## src/rtl/tdm_rx_pkg.sv

```systemverilog
package tdm_rx_pkg;

  localparam int WORD_W = 32;

  typedef enum logic [1:0] {
    ST_IDLE = 2'd0,
    ST_LEAD = 2'd1,
    ST_RUN  = 2'd2
  } rx_state_e;

  function automatic logic [5:0] slot_bits(input logic [1:0] code);
    case (code)
      2'd0:    slot_bits = 6'd8;
      2'd1:    slot_bits = 6'd16;
      default: slot_bits = 6'd32;
    endcase
  endfunction

  function automatic logic [5:0] word_bits(input logic [2:0] code);
    case (code)
      3'd0:    word_bits = 6'd8;
      3'd1:    word_bits = 6'd16;
      3'd2:    word_bits = 6'd20;
      3'd3:    word_bits = 6'd24;
      default: word_bits = 6'd32;
    endcase
  endfunction

  // Places the justified word of a finished slot at the top of a 32-bit word.
  function automatic logic [WORD_W-1:0] align_word(input logic [WORD_W-1:0] sh,
                                                   input logic [5:0] sbits,
                                                   input logic [5:0] wbits,
                                                   input logic left);
    logic [5:0]        weff;
    logic [WORD_W-1:0] keep;
    weff = (wbits > sbits) ? sbits : wbits;
    keep = {WORD_W{1'b1}} << (6'd32 - weff);
    if (left) align_word = (sh << (6'd32 - sbits)) & keep;
    else      align_word = sh << (6'd32 - weff);
  endfunction

endpackage

```

## src/rtl/tdm_rx_edge.sv

```systemverilog
module tdm_rx_edge #(
  parameter int SYNC_STAGES = 2
) (
  input  logic clk,
  input  logic rst_n,
  input  logic pol,
  input  logic bclk_in,
  input  logic fsync_in,
  input  logic sdata_in,
  output logic sample_ev,
  output logic fs_smp,
  output logic sd_smp
);
  localparam int TOP = SYNC_STAGES - 1;

  logic [TOP:0] b_sync, f_sync, d_sync;
  logic         b_last;

  always_ff @(posedge clk or negedge rst_n) begin
    if (!rst_n) begin
      b_sync <= '0;
      f_sync <= '0;
      d_sync <= '0;
      b_last <= 1'b0;
    end else begin
      b_sync <= {b_sync[TOP-1:0], bclk_in};
      f_sync <= {f_sync[TOP-1:0], fsync_in};
      d_sync <= {d_sync[TOP-1:0], sdata_in};
      b_last <= b_sync[TOP];
    end
  end

  assign sample_ev = pol ? (b_sync[TOP] & ~b_last) : (~b_sync[TOP] & b_last);
  assign fs_smp    = f_sync[TOP];
  assign sd_smp    = d_sync[TOP];

endmodule

```

## src/rtl/tdm_rx_framer.sv

```systemverilog
module tdm_rx_framer
  import tdm_rx_pkg::*;
#(
  parameter int MAX_SLOTS = 8,
  localparam int SLOT_W = $clog2(MAX_SLOTS + 1)
) (
  input  logic              clk,
  input  logic              rst_n,
  input  logic              en,
  input  logic              long_sync,
  input  logic              early,
  input  logic              left_just,
  input  logic [1:0]        slot_len,
  input  logic [2:0]        word_len,
  input  logic [SLOT_W-1:0] slots,
  input  logic              sample_ev,
  input  logic              fs_smp,
  input  logic              sd_smp,
  output logic              word_vld,
  output logic [WORD_W-1:0] word_data
);
  rx_state_e         state;
  logic              fs_prev;
  logic [5:0]        bit_idx;
  logic [SLOT_W-1:0] slot_idx;
  logic [WORD_W-1:0] shreg;

  logic              fs_start, arm, restart, take;
  logic [5:0]        sbits, wbits, nbits;
  logic [SLOT_W-1:0] nslot, last_slot;
  logic [WORD_W-1:0] nshreg;

  always_comb begin
    sbits     = slot_bits(slot_len);
    wbits     = word_bits(word_len);
    last_slot = (slots == '0) ? '0 : slots - 1'b1;
    fs_start  = fs_smp & ~fs_prev;
    arm       = fs_start & ~long_sync & ~early;
    restart   = (fs_start & ~arm) | (~fs_start & (state == ST_LEAD));
    take      = restart | (~fs_start & (state == ST_RUN));
    nbits     = restart ? 6'd0 : bit_idx;
    nslot     = restart ? '0 : slot_idx;
    nshreg    = restart ? {{(WORD_W-1){1'b0}}, sd_smp} : {shreg[WORD_W-2:0], sd_smp};
  end

  always_ff @(posedge clk or negedge rst_n) begin
    if (!rst_n) begin
      state     <= ST_IDLE;
      fs_prev   <= 1'b0;
      bit_idx   <= '0;
      slot_idx  <= '0;
      shreg     <= '0;
      word_vld  <= 1'b0;
      word_data <= '0;
    end else begin
      word_vld <= 1'b0;
      if (sample_ev) fs_prev <= fs_smp;
      if (!en) begin
        state <= ST_IDLE;
      end else if (sample_ev) begin
        if (take) begin
          shreg <= nshreg;
          if (nbits == sbits - 6'd1) begin
            bit_idx   <= '0;
            word_vld  <= 1'b1;
            word_data <= align_word(nshreg, sbits, wbits, left_just);
            if (nslot == last_slot) begin
              state    <= ST_IDLE;
              slot_idx <= '0;
            end else begin
              state    <= ST_RUN;
              slot_idx <= nslot + 1'b1;
            end
          end else begin
            bit_idx  <= nbits + 6'd1;
            slot_idx <= nslot;
            state    <= ST_RUN;
          end
        end else if (arm) begin
          state <= ST_LEAD;
        end
      end
    end
  end

endmodule

```

## src/rtl/tdm_rx_fifo.sv

```systemverilog
module tdm_rx_fifo #(
  parameter int DEPTH = 32,
  parameter int W     = 32,
  localparam int AW = $clog2(DEPTH),
  localparam int LW = $clog2(DEPTH + 1)
) (
  input  logic          clk,
  input  logic          rst_n,
  input  logic          wr_en,
  input  logic [W-1:0]  wr_data,
  input  logic          quarter,
  output logic          rd_valid,
  input  logic          rd_ready,
  output logic [W-1:0]  rd_data,
  output logic [LW-1:0] level,
  output logic          full,
  output logic          dma_req,
  output logic          overflow
);
  localparam logic [LW-1:0] FULL_LVL = LW'(DEPTH);
  localparam logic [LW-1:0] THR_HALF = LW'(DEPTH / 2);
  localparam logic [LW-1:0] THR_QTR  = LW'(DEPTH / 4);

  logic [W-1:0]  mem [DEPTH];
  logic [AW-1:0] wr_ptr, rd_ptr;
  logic          push, pop;

  assign full     = (level == FULL_LVL);
  assign rd_valid = (level != '0);
  assign rd_data  = mem[rd_ptr];
  assign push     = wr_en & ~full;
  assign pop      = rd_valid & rd_ready;
  assign dma_req  = level >= (quarter ? THR_QTR : THR_HALF);

  always_ff @(posedge clk) begin
    if (push) mem[wr_ptr] <= wr_data;
  end

  always_ff @(posedge clk or negedge rst_n) begin
    if (!rst_n) begin
      wr_ptr   <= '0;
      rd_ptr   <= '0;
      level    <= '0;
      overflow <= 1'b0;
    end else begin
      if (push) wr_ptr <= wr_ptr + 1'b1;
      if (pop)  rd_ptr <= rd_ptr + 1'b1;
      case ({push, pop})
        2'b10:   level <= level + 1'b1;
        2'b01:   level <= level - 1'b1;
        default: level <= level;
      endcase
      if (wr_en && full) overflow <= 1'b1;
    end
  end

endmodule

```

## src/rtl/tdm_rx.sv

```systemverilog
module tdm_rx
  import tdm_rx_pkg::*;
#(
  parameter int SYNC_STAGES = 2,
  parameter int MAX_SLOTS   = 8,
  parameter int FIFO_DEPTH  = 32,
  localparam int SLOT_W = $clog2(MAX_SLOTS + 1),
  localparam int LVL_W  = $clog2(FIFO_DEPTH + 1)
) (
  input  logic              clk,
  input  logic              rst_n,
  input  logic              rx_en,
  input  logic              cfg_pol,
  input  logic              cfg_long_sync,
  input  logic              cfg_early,
  input  logic              cfg_left_just,
  input  logic [1:0]        cfg_slot_len,
  input  logic [2:0]        cfg_word_len,
  input  logic [SLOT_W-1:0] cfg_slots,
  input  logic              cfg_quarter,
  input  logic              bclk_in,
  input  logic              fsync_in,
  input  logic              sdata_in,
  output logic              m_valid,
  input  logic              m_ready,
  output logic [WORD_W-1:0] m_data,
  output logic              dma_req,
  output logic              overflow
);
  logic              sample_ev, fs_smp, sd_smp;
  logic              word_vld;
  logic [WORD_W-1:0] word_data;
  logic [LVL_W-1:0]  fifo_level;
  logic              fifo_full;

  tdm_rx_edge #(.SYNC_STAGES(SYNC_STAGES)) u_edge (
    .clk(clk), .rst_n(rst_n), .pol(cfg_pol),
    .bclk_in(bclk_in), .fsync_in(fsync_in), .sdata_in(sdata_in),
    .sample_ev(sample_ev), .fs_smp(fs_smp), .sd_smp(sd_smp)
  );

  tdm_rx_framer #(.MAX_SLOTS(MAX_SLOTS)) u_framer (
    .clk(clk), .rst_n(rst_n), .en(rx_en),
    .long_sync(cfg_long_sync), .early(cfg_early), .left_just(cfg_left_just),
    .slot_len(cfg_slot_len), .word_len(cfg_word_len), .slots(cfg_slots),
    .sample_ev(sample_ev), .fs_smp(fs_smp), .sd_smp(sd_smp),
    .word_vld(word_vld), .word_data(word_data)
  );

  tdm_rx_fifo #(.DEPTH(FIFO_DEPTH), .W(WORD_W)) u_fifo (
    .clk(clk), .rst_n(rst_n), .wr_en(word_vld), .wr_data(word_data),
    .quarter(cfg_quarter), .rd_valid(m_valid), .rd_ready(m_ready),
    .rd_data(m_data), .level(fifo_level), .full(fifo_full),
    .dma_req(dma_req), .overflow(overflow)
  );

endmodule

```

## config.mk

```make
export PLATFORM = sky130hd
export DESIGN_NAME = tdm_rx
export DESIGN_NICKNAME = d
export VERILOG_FILES = /design/src/rtl/tdm_rx_pkg.sv /design/src/rtl/tdm_rx_edge.sv /design/src/rtl/tdm_rx_framer.sv /design/src/rtl/tdm_rx_fifo.sv /design/src/rtl/tdm_rx.sv
export SDC_FILE = /design/constraint.sdc
export NUM_CORES = 1
export LEC_CHECK = 0
export BUFFER_PORTS_ARGS = -buffer_cell sky130_fd_sc_hd__buf_2
export CORE_UTILIZATION = 40
export DETAILED_ROUTE_END_ITERATION = 10
export HOLD_SLACK_MARGIN = 0.02
export PLACE_DENSITY_LB_ADDON = 0.2
export SYNTH_ARGS = -nofsm -noshare
export SYNTH_HDL_FRONTEND = slang
export SYNTH_SLANG_ARGS = --single-unit
```

## constraint.sdc

```tcl
create_clock -name clk -period 8.7 [get_ports clk]
set_input_delay 0.435 -clock clk [delete_from_list [all_inputs] [get_ports clk]]
set_output_delay 0.435 -clock clk [all_outputs]
set_load 0.005 [all_outputs]
```

[Word-level counts from Yosys, hierarchy flattened]
Memory sizes are Yosys's and may differ from the RTL's.
Cells that the tools add are included.
Storage, ports and cells
  flip-flop bits (word level): 101
  bits in writable memories: 1024
  bits of input ports: 21
  output and inout port bits: 35
  word-level logic and storage cells: 100
  memories: 1
Cells by class
  add/subtract/negate cells: 10
  order comparisons: 2
  equal/unequal tests: 13
  shifts and indexed selects: 3
  multiplexer cells: 26
  bitwise gates (word level): 21
  reductions and logical operators: 9
Memory list
  u_fifo.mem: depth 32, bits a word 32, rd ports 1, clocked after memory_dff 0, wr ports 1, RTL line tdm_rx_fifo.sv:24  | logic [W-1:0] mem [DEPTH];
Operator list (count)
  $mux W32: 2
  $shl A32 B6 Y32: 2
  $and A32 B32 Y32: 1
  $shl A32 B6 Y32 const A: 1
  $pmux W6 S2: 2
  $pmux W6 S4: 1
  $mux W6: 3
  $mux W4: 4
  $add A6 B1 Y6 const B: 2
  $mux W2: 6
  $sub A6 B1 Y6 const B: 2
  $sub A6 B6 Y6 const A: 2
  $add A5 B1 Y5 const B: 2
  $and A1 B1 Y1: 10
  $not A1 Y1: 8
  $mux W1: 7
  $eq A2 B1 Y1 const B: 3
  $eq A3 B2 Y1 const B: 2
  $eq A6 B6 Y1: 1
  $eq A6 B6 Y1 const B: 1
  $ge A6 B6 Y1: 1
  $gt A6 B6 Y1: 1
  $reduce_bool A6 Y1: 1
  $mux W5: 1
  16 further kinds: 18

[Longest topological paths before layout]
  word-level depth: 14
  gate-level depth with buffers: 18
  depth with buffers taken out: 15

[By module]
A second synthesis with hierarchy kept.
Unflattened totals
  cell total of the unflattened synthesis: 2525
  area, all modules: 45732.6 um^2
Modules (own cells, without submodules)
  tdm_rx_fifo: instances 1, cells an instance 1815, area an instance 39838.2 um^2, sequential area each 31174.9 um^2
  tdm_rx_framer: instances 1, cells an instance 700, area an instance 5696.7 um^2, sequential area each 1926.8 um^2
  tdm_rx_edge: instances 1, cells an instance 10, area an instance 197.7 um^2, sequential area each 175.2 um^2

[Least setup slack after synthesis]
Ideal clock, no wire load.
  path type: input to register
  start point: input port cfg_slot_len[1]
  end point: register u_framer.word_data[17]
  setup time: 0.083 ns
  arrival time: 4.081 ns
  data required time: 8.617 ns
  slack: 4.536 ns
  stages: 18
  buffers on the path: 4
  cell sequence: or2_2 clkbuf_1 clkbuf_1 ha_1 inv_1 ha_1 and3b_1 nor3_4 inv_2 buf_2 ha_1 clkbuf_1 nand2_1 mux2_2 nor2_1 o21ai_0 a2111o_1 o21ai_0
On the way
  word-level cells in the longest chain between the ends: 8
  elaborated cells between the ends (all ways): 15
  those cells by class: 3 x add/sub; 1 x order compare; 2 x eq/ne; 3 x shift; 3 x mux; 1 x bitwise; 2 x reduce/logical
RTL lines
  start: declaration: RTL line tdm_rx.sv:17  | input logic [1:0] cfg_slot_len,
  $eq A2 B1 Y1 or $logic_not A2 Y1 (tied branches): RTL line tdm_rx_pkg.sv:12  | case (code)
  $pmux W6 S2 *: RTL line tdm_rx_pkg.sv:12
  $gt A6 B6 Y1: RTL line tdm_rx_pkg.sv:36  | weff = (wbits > sbits) ? sbits : wbits;
  $mux W6: RTL line tdm_rx_pkg.sv:36
  $sub A6 B6 Y6: RTL line tdm_rx_pkg.sv:37, tdm_rx_pkg.sv:39
  $shl A32 B6 Y32: RTL line tdm_rx_pkg.sv:37  | keep = {WORD_W{1'b1}} << (6'd32 - weff);
  $and A32 B32 Y32: RTL line tdm_rx_pkg.sv:38  | if (left) align_word = (sh << (6'd32 - sbits)) & keep;
  $mux W32: RTL line tdm_rx_pkg.sv:38
  end signal: assignment: RTL line tdm_rx_framer.sv:66  | word_data <= align_word(nshreg, sbits, wbits, left_just);
  end: declaration: RTL line tdm_rx_framer.sv:20  | output logic [WORD_W-1:0] word_data
Mark *: on every way between the ends. The rest lies on a longest branch, timed or not.
A chain may end at the register's enable or synchronous reset.

[Worst setup path in the final report]
  start point: register u_fifo.rd_ptr[1]
  end point: output port m_data[4]
On the way
  word-level cells in the longest chain between the ends: 1
RTL lines
  start: declaration: RTL line tdm_rx_fifo.sv:25  | logic [AW-1:0] wr_ptr, rd_ptr;
  start signal: assignment: RTL line tdm_rx_fifo.sv:47  | if (pop) rd_ptr <= rd_ptr + 1'b1;
  $mem_v2 Z32 W32
  end: declaration: RTL line tdm_rx.sv:26  | output logic [WORD_W-1:0] m_data,
Every way passes these cells.

==> results_dict.tcl <==
set metrics [dict create \
    outcome "finished, final reports clean" \
    die_w_um 338.8 \
    clk_pin_slew_worst_paths_ns 0.06 \
    avgViaCountPerCell 5.741 \
    rsz0062_at_grt "no" \
    timing.fmax_ghz 0.2028 \
    syn_nets 2283 \
    slew_headroom 0.1631 \
    port_buffers 55 \
    start_kind "flop" \
    final_max_slew_viol_count 0 \
    cp_max_fo 54 \
    post_cts_buffers 0 \
    period_needed_ns 4.932 \
    syn_avg_cell_area_um2 20.26 \
    power.leakage_nw 19.34 \
    htree_levels 3 \
    critPathBufInv 3 \
    antenna_found_initial 3 \
    synth_top_family_by_area "multiplexers" \
    gp_congestion 0.8474 \
    synthArstFlopShare 0.08978 \
    cp.arrival_ns 4.50 \
    ys_types 84 \
    ys_top_cells_by_area "edfxtp_1, mux4_2, dfrtp_1" \
    muxShareOfSynthArea 0.1778 \
    yosysTopAreaCellShare 0.6776 \
    synth_cells 2240 \
    fin_nets 2381 \
    ys_seq_area_frac 0.7333 \
    end_kind "output port" \
    rows 123 \
    ir_worst_vdd_mv 0.2138 \
    grt_first_pass_wirelength_mm 165.7 \
    path_class "flop to output port" \
    netlist_area_um2 45380 \
    synthSimpleGateAreaFrac 0.03102 \
    grt-ovfl-total 0 \
    drtIter0Drc 2389 \
    cts_tree "yes" \
    crit_chain "buf_4, buf_4, mux4_2, mux4_2, mux2_2, buf_2" \
    clk_latency_ns 0.71 \
    crit_path_max_incr_delay_ns 0.84 \
    cts_buffer_depth 3 \
    synth_top_area_cell "edfxtp_1" \
    drive_above_1_share 0.2840 \
    grt.total_usage 0.2018 \
    final_antenna_net_count 0 \
    synthFlopType "edfxtp_1" \
    firstDrtPassIters 5 \
    max-cap-violations 0 \
    synthAdderAreaFrac 0.006231 \
    cp.required_ns 8.27 \
    yosys_warnings 0 \
    fill_cells 9415 \
    drc 0 \
    cellPowerDensity_nw_per_um2 249.5 \
    clock_sinks 1125 \
    pre_cts_slack_ns 3.559 \
    timing.final.ws_setup_ns 3.768 \
    hold_slack_ns 0.1789 \
    synth_compound_area_frac 0.03270 \
    ys_ff_latch 1125 \
    cts_buffers 115 \
    synthMostInstantiatedCell "edfxtp_1" \
    die_y_um 338.8 \
    cp_top_family "buffers and inverters" \
    hold_path.class "input pin to flop" \
    grt_max_degree 97 \
    wirelength_mm 115.4 \
    synth_edf_count 1024 \
    synth_xor_area_frac 0.004218 \
    root_buffer "clkbuf_16" \
    finalSetupViolCount 0 \
    core_um2 112500 \
    start_util 0.4034 \
    wl_per_cell_um 29.26 \
    setup_tns_ns 0 \
    ios 56 \
    ys_top_cells_by_count "edfxtp_1, mux4_2, nand2_1" \
    hold_violations 0 \
    worst_path_max_delay_cell "dfrtp_4" \
    vias 22630 \
    dieArea_um2 114800 \
    area_growth_pct 13.55 \
    post-route-period-util 0.5669 \
    tightest_slew_ns 1.255 \
    grt_pass1_vias 23470 \
    cts_resized 0 \
    dp_hpwl_mm 60.16 \
    fin_worst_skew_ns 0.03144 \
]
==> logic make-up after synthesis <==
group,after synthesis
XOR/XNOR,21
buffers and inverters,149
multiplexers,399
AO/OA/AOI/OAI,216
AND/OR/NAND/NOR,308
adder cells (fa/ha/maj),22
flip-flops,1125
==> worst paths after layout <==
check	slack, ns	from	cells after the start	to
max	3.77	u_fifo.rd_ptr[1]	6	m_data[4]
max in group asynchronous	7.10	rst_n	3	u_framer.shreg[22]
min reg2reg	0.36	u_edge.b_sync[0]	0	u_edge.b_sync[1]
min in group asynchronous	0.30	rst_n	2	u_framer.word_data[0]
min	0.18	cfg_pol	4	u_framer.fs_prev
max reg2reg	4.10	u_framer.fs_prev	12	u_framer.word_data[25]
==> final cells by class <==
class / count / area, um^2 / share of cell area
Sequential cell: 1125 / 33300 / 0.6461
Timing Repair Buffer: 111 / 735.7 / 0.01428
Antenna cell: 2 / 5.005 / 0.00009712
Inverter: 19 / 71.32 / 0.001384
Tap cell: 1500 / 1877 / 0.03642
Clock buffer: 145 / 3063 / 0.05944
Clock inverter: 74 / 804.5 / 0.01561
Multi-Input combinational cell: 966 / 11680 / 0.2266
==> worst register-to-register path, delay by kind of cell, from the launching register on <==
kind,cells,cell delay [ns]
AND/OR/NAND/NOR,7,1.81
AO/OA/AOI/OAI,2,1.35
buffers and inverters,1,0.49
flip-flops,1,0.37
multiplexers,1,0.27
adder cells (fa/ha/maj),1,0.24
==> state kept, by name, indices dropped and copies added, names as in the netlist <==
name	flops
u_edge.b_last	1
u_fifo.rd_ptr	5
u_framer.word_vld	1
u_edge.b_sync	2
u_fifo.mem	1024
u_fifo.overflow	1
u_edge.f_sync	2
u_framer.slot_idx	4
u_framer.shreg	31
u_framer.word_data	32
u_fifo.wr_ptr	5
u_framer.bit_idx	6
u_fifo.level	6
u_framer.state	2
u_framer.fs_prev	1
u_edge.d_sync	2
==> per-layer routing <==
layer,GRT usage,vias up,part of all wire
met1,0.2872,12230,0.43
li1,-,9477,-
met5,0,-,0
met3,0.03068,158,0.064
met4,0.05515,0,0.020
met2,0.3247,772,0.48
==> power breakdown <==
| part | internal, mW | switching (mW) |
|---|---|---|
| clock network | 2.94 | 2.07 |
| registers | 5.86 | 0.327 |
| logic | 0.752 | 0.908 |
| total | 9.55 | 3.30 |
==> per-stage QoR <==
| stage | area [um^2] | total power [mW] | utilization | std cells |
|---|---|---|---|---|
| after floorplan | 45380 | 7.512 | - | 2240 |
| after global placement | 47610 | 8.001 | 0.4232 | 3716 |
| after detailed placement | 47610 | 8.014 | 0.4232 | 3716 |
| after CTS | 51530 | 13.01 | 0.4580 | 3940 |
| after global routing | 51530 | 13.30 | 0.4580 | 3940 |
| final | 51530 | 12.86 | 0.4581 | 3942 |
==> timing repair <==
action / in CTS / in global routing
endpoints found under the hold margin: 43 / 0
hold buffers: 5 / 0
setup endpoints to repair: 0 / 0
==> cell usage in the layout (no fill, tap or decap), types with 6 or more instances in the layout <==
| cell type | synthesis | routed |
|---|---|---|
| edfxtp_1 | 1024 | 1024 |
| mux4_2 | 321 | 321 |
| nand2_1 | 150 | 150 |
| clkbuf_16 | 0 | 117 |
| dfrtp_1 | 101 | 96 |
| o21ai_0 | 78 | 78 |
| buf_2 | 35 | 54 |
| buf_4 | 3 | 50 |
| mux2_2 | 38 | 38 |
| mux2i_1 | 38 | 38 |
| nor2_1 | 64 | 32 |
| a21oi_1 | 32 | 32 |
| nor2_4 | 0 | 32 |
| clkinv_1 | 0 | 28 |
| clkbuf_1 | 74 | 25 |
| ha_1 | 21 | 21 |
| clkinv_2 | 0 | 21 |
| nand3_1 | 21 | 20 |
| inv_1 | 17 | 17 |
| xnor2_1 | 16 | 16 |
| bufinv_16 | 0 | 15 |
| and2_1 | 12 | 12 |
| nor3_1 | 10 | 10 |
| nand2b_1 | 9 | 9 |
| a211oi_1 | 9 | 9 |
| a32oi_1 | 8 | 8 |
| a22o_1 | 8 | 8 |
| o22ai_1 | 7 | 7 |
| a21o_1 | 6 | 6 |
| o221ai_1 | 6 | 6 |
Note: power is estimated with default switching activity, not from simulation.
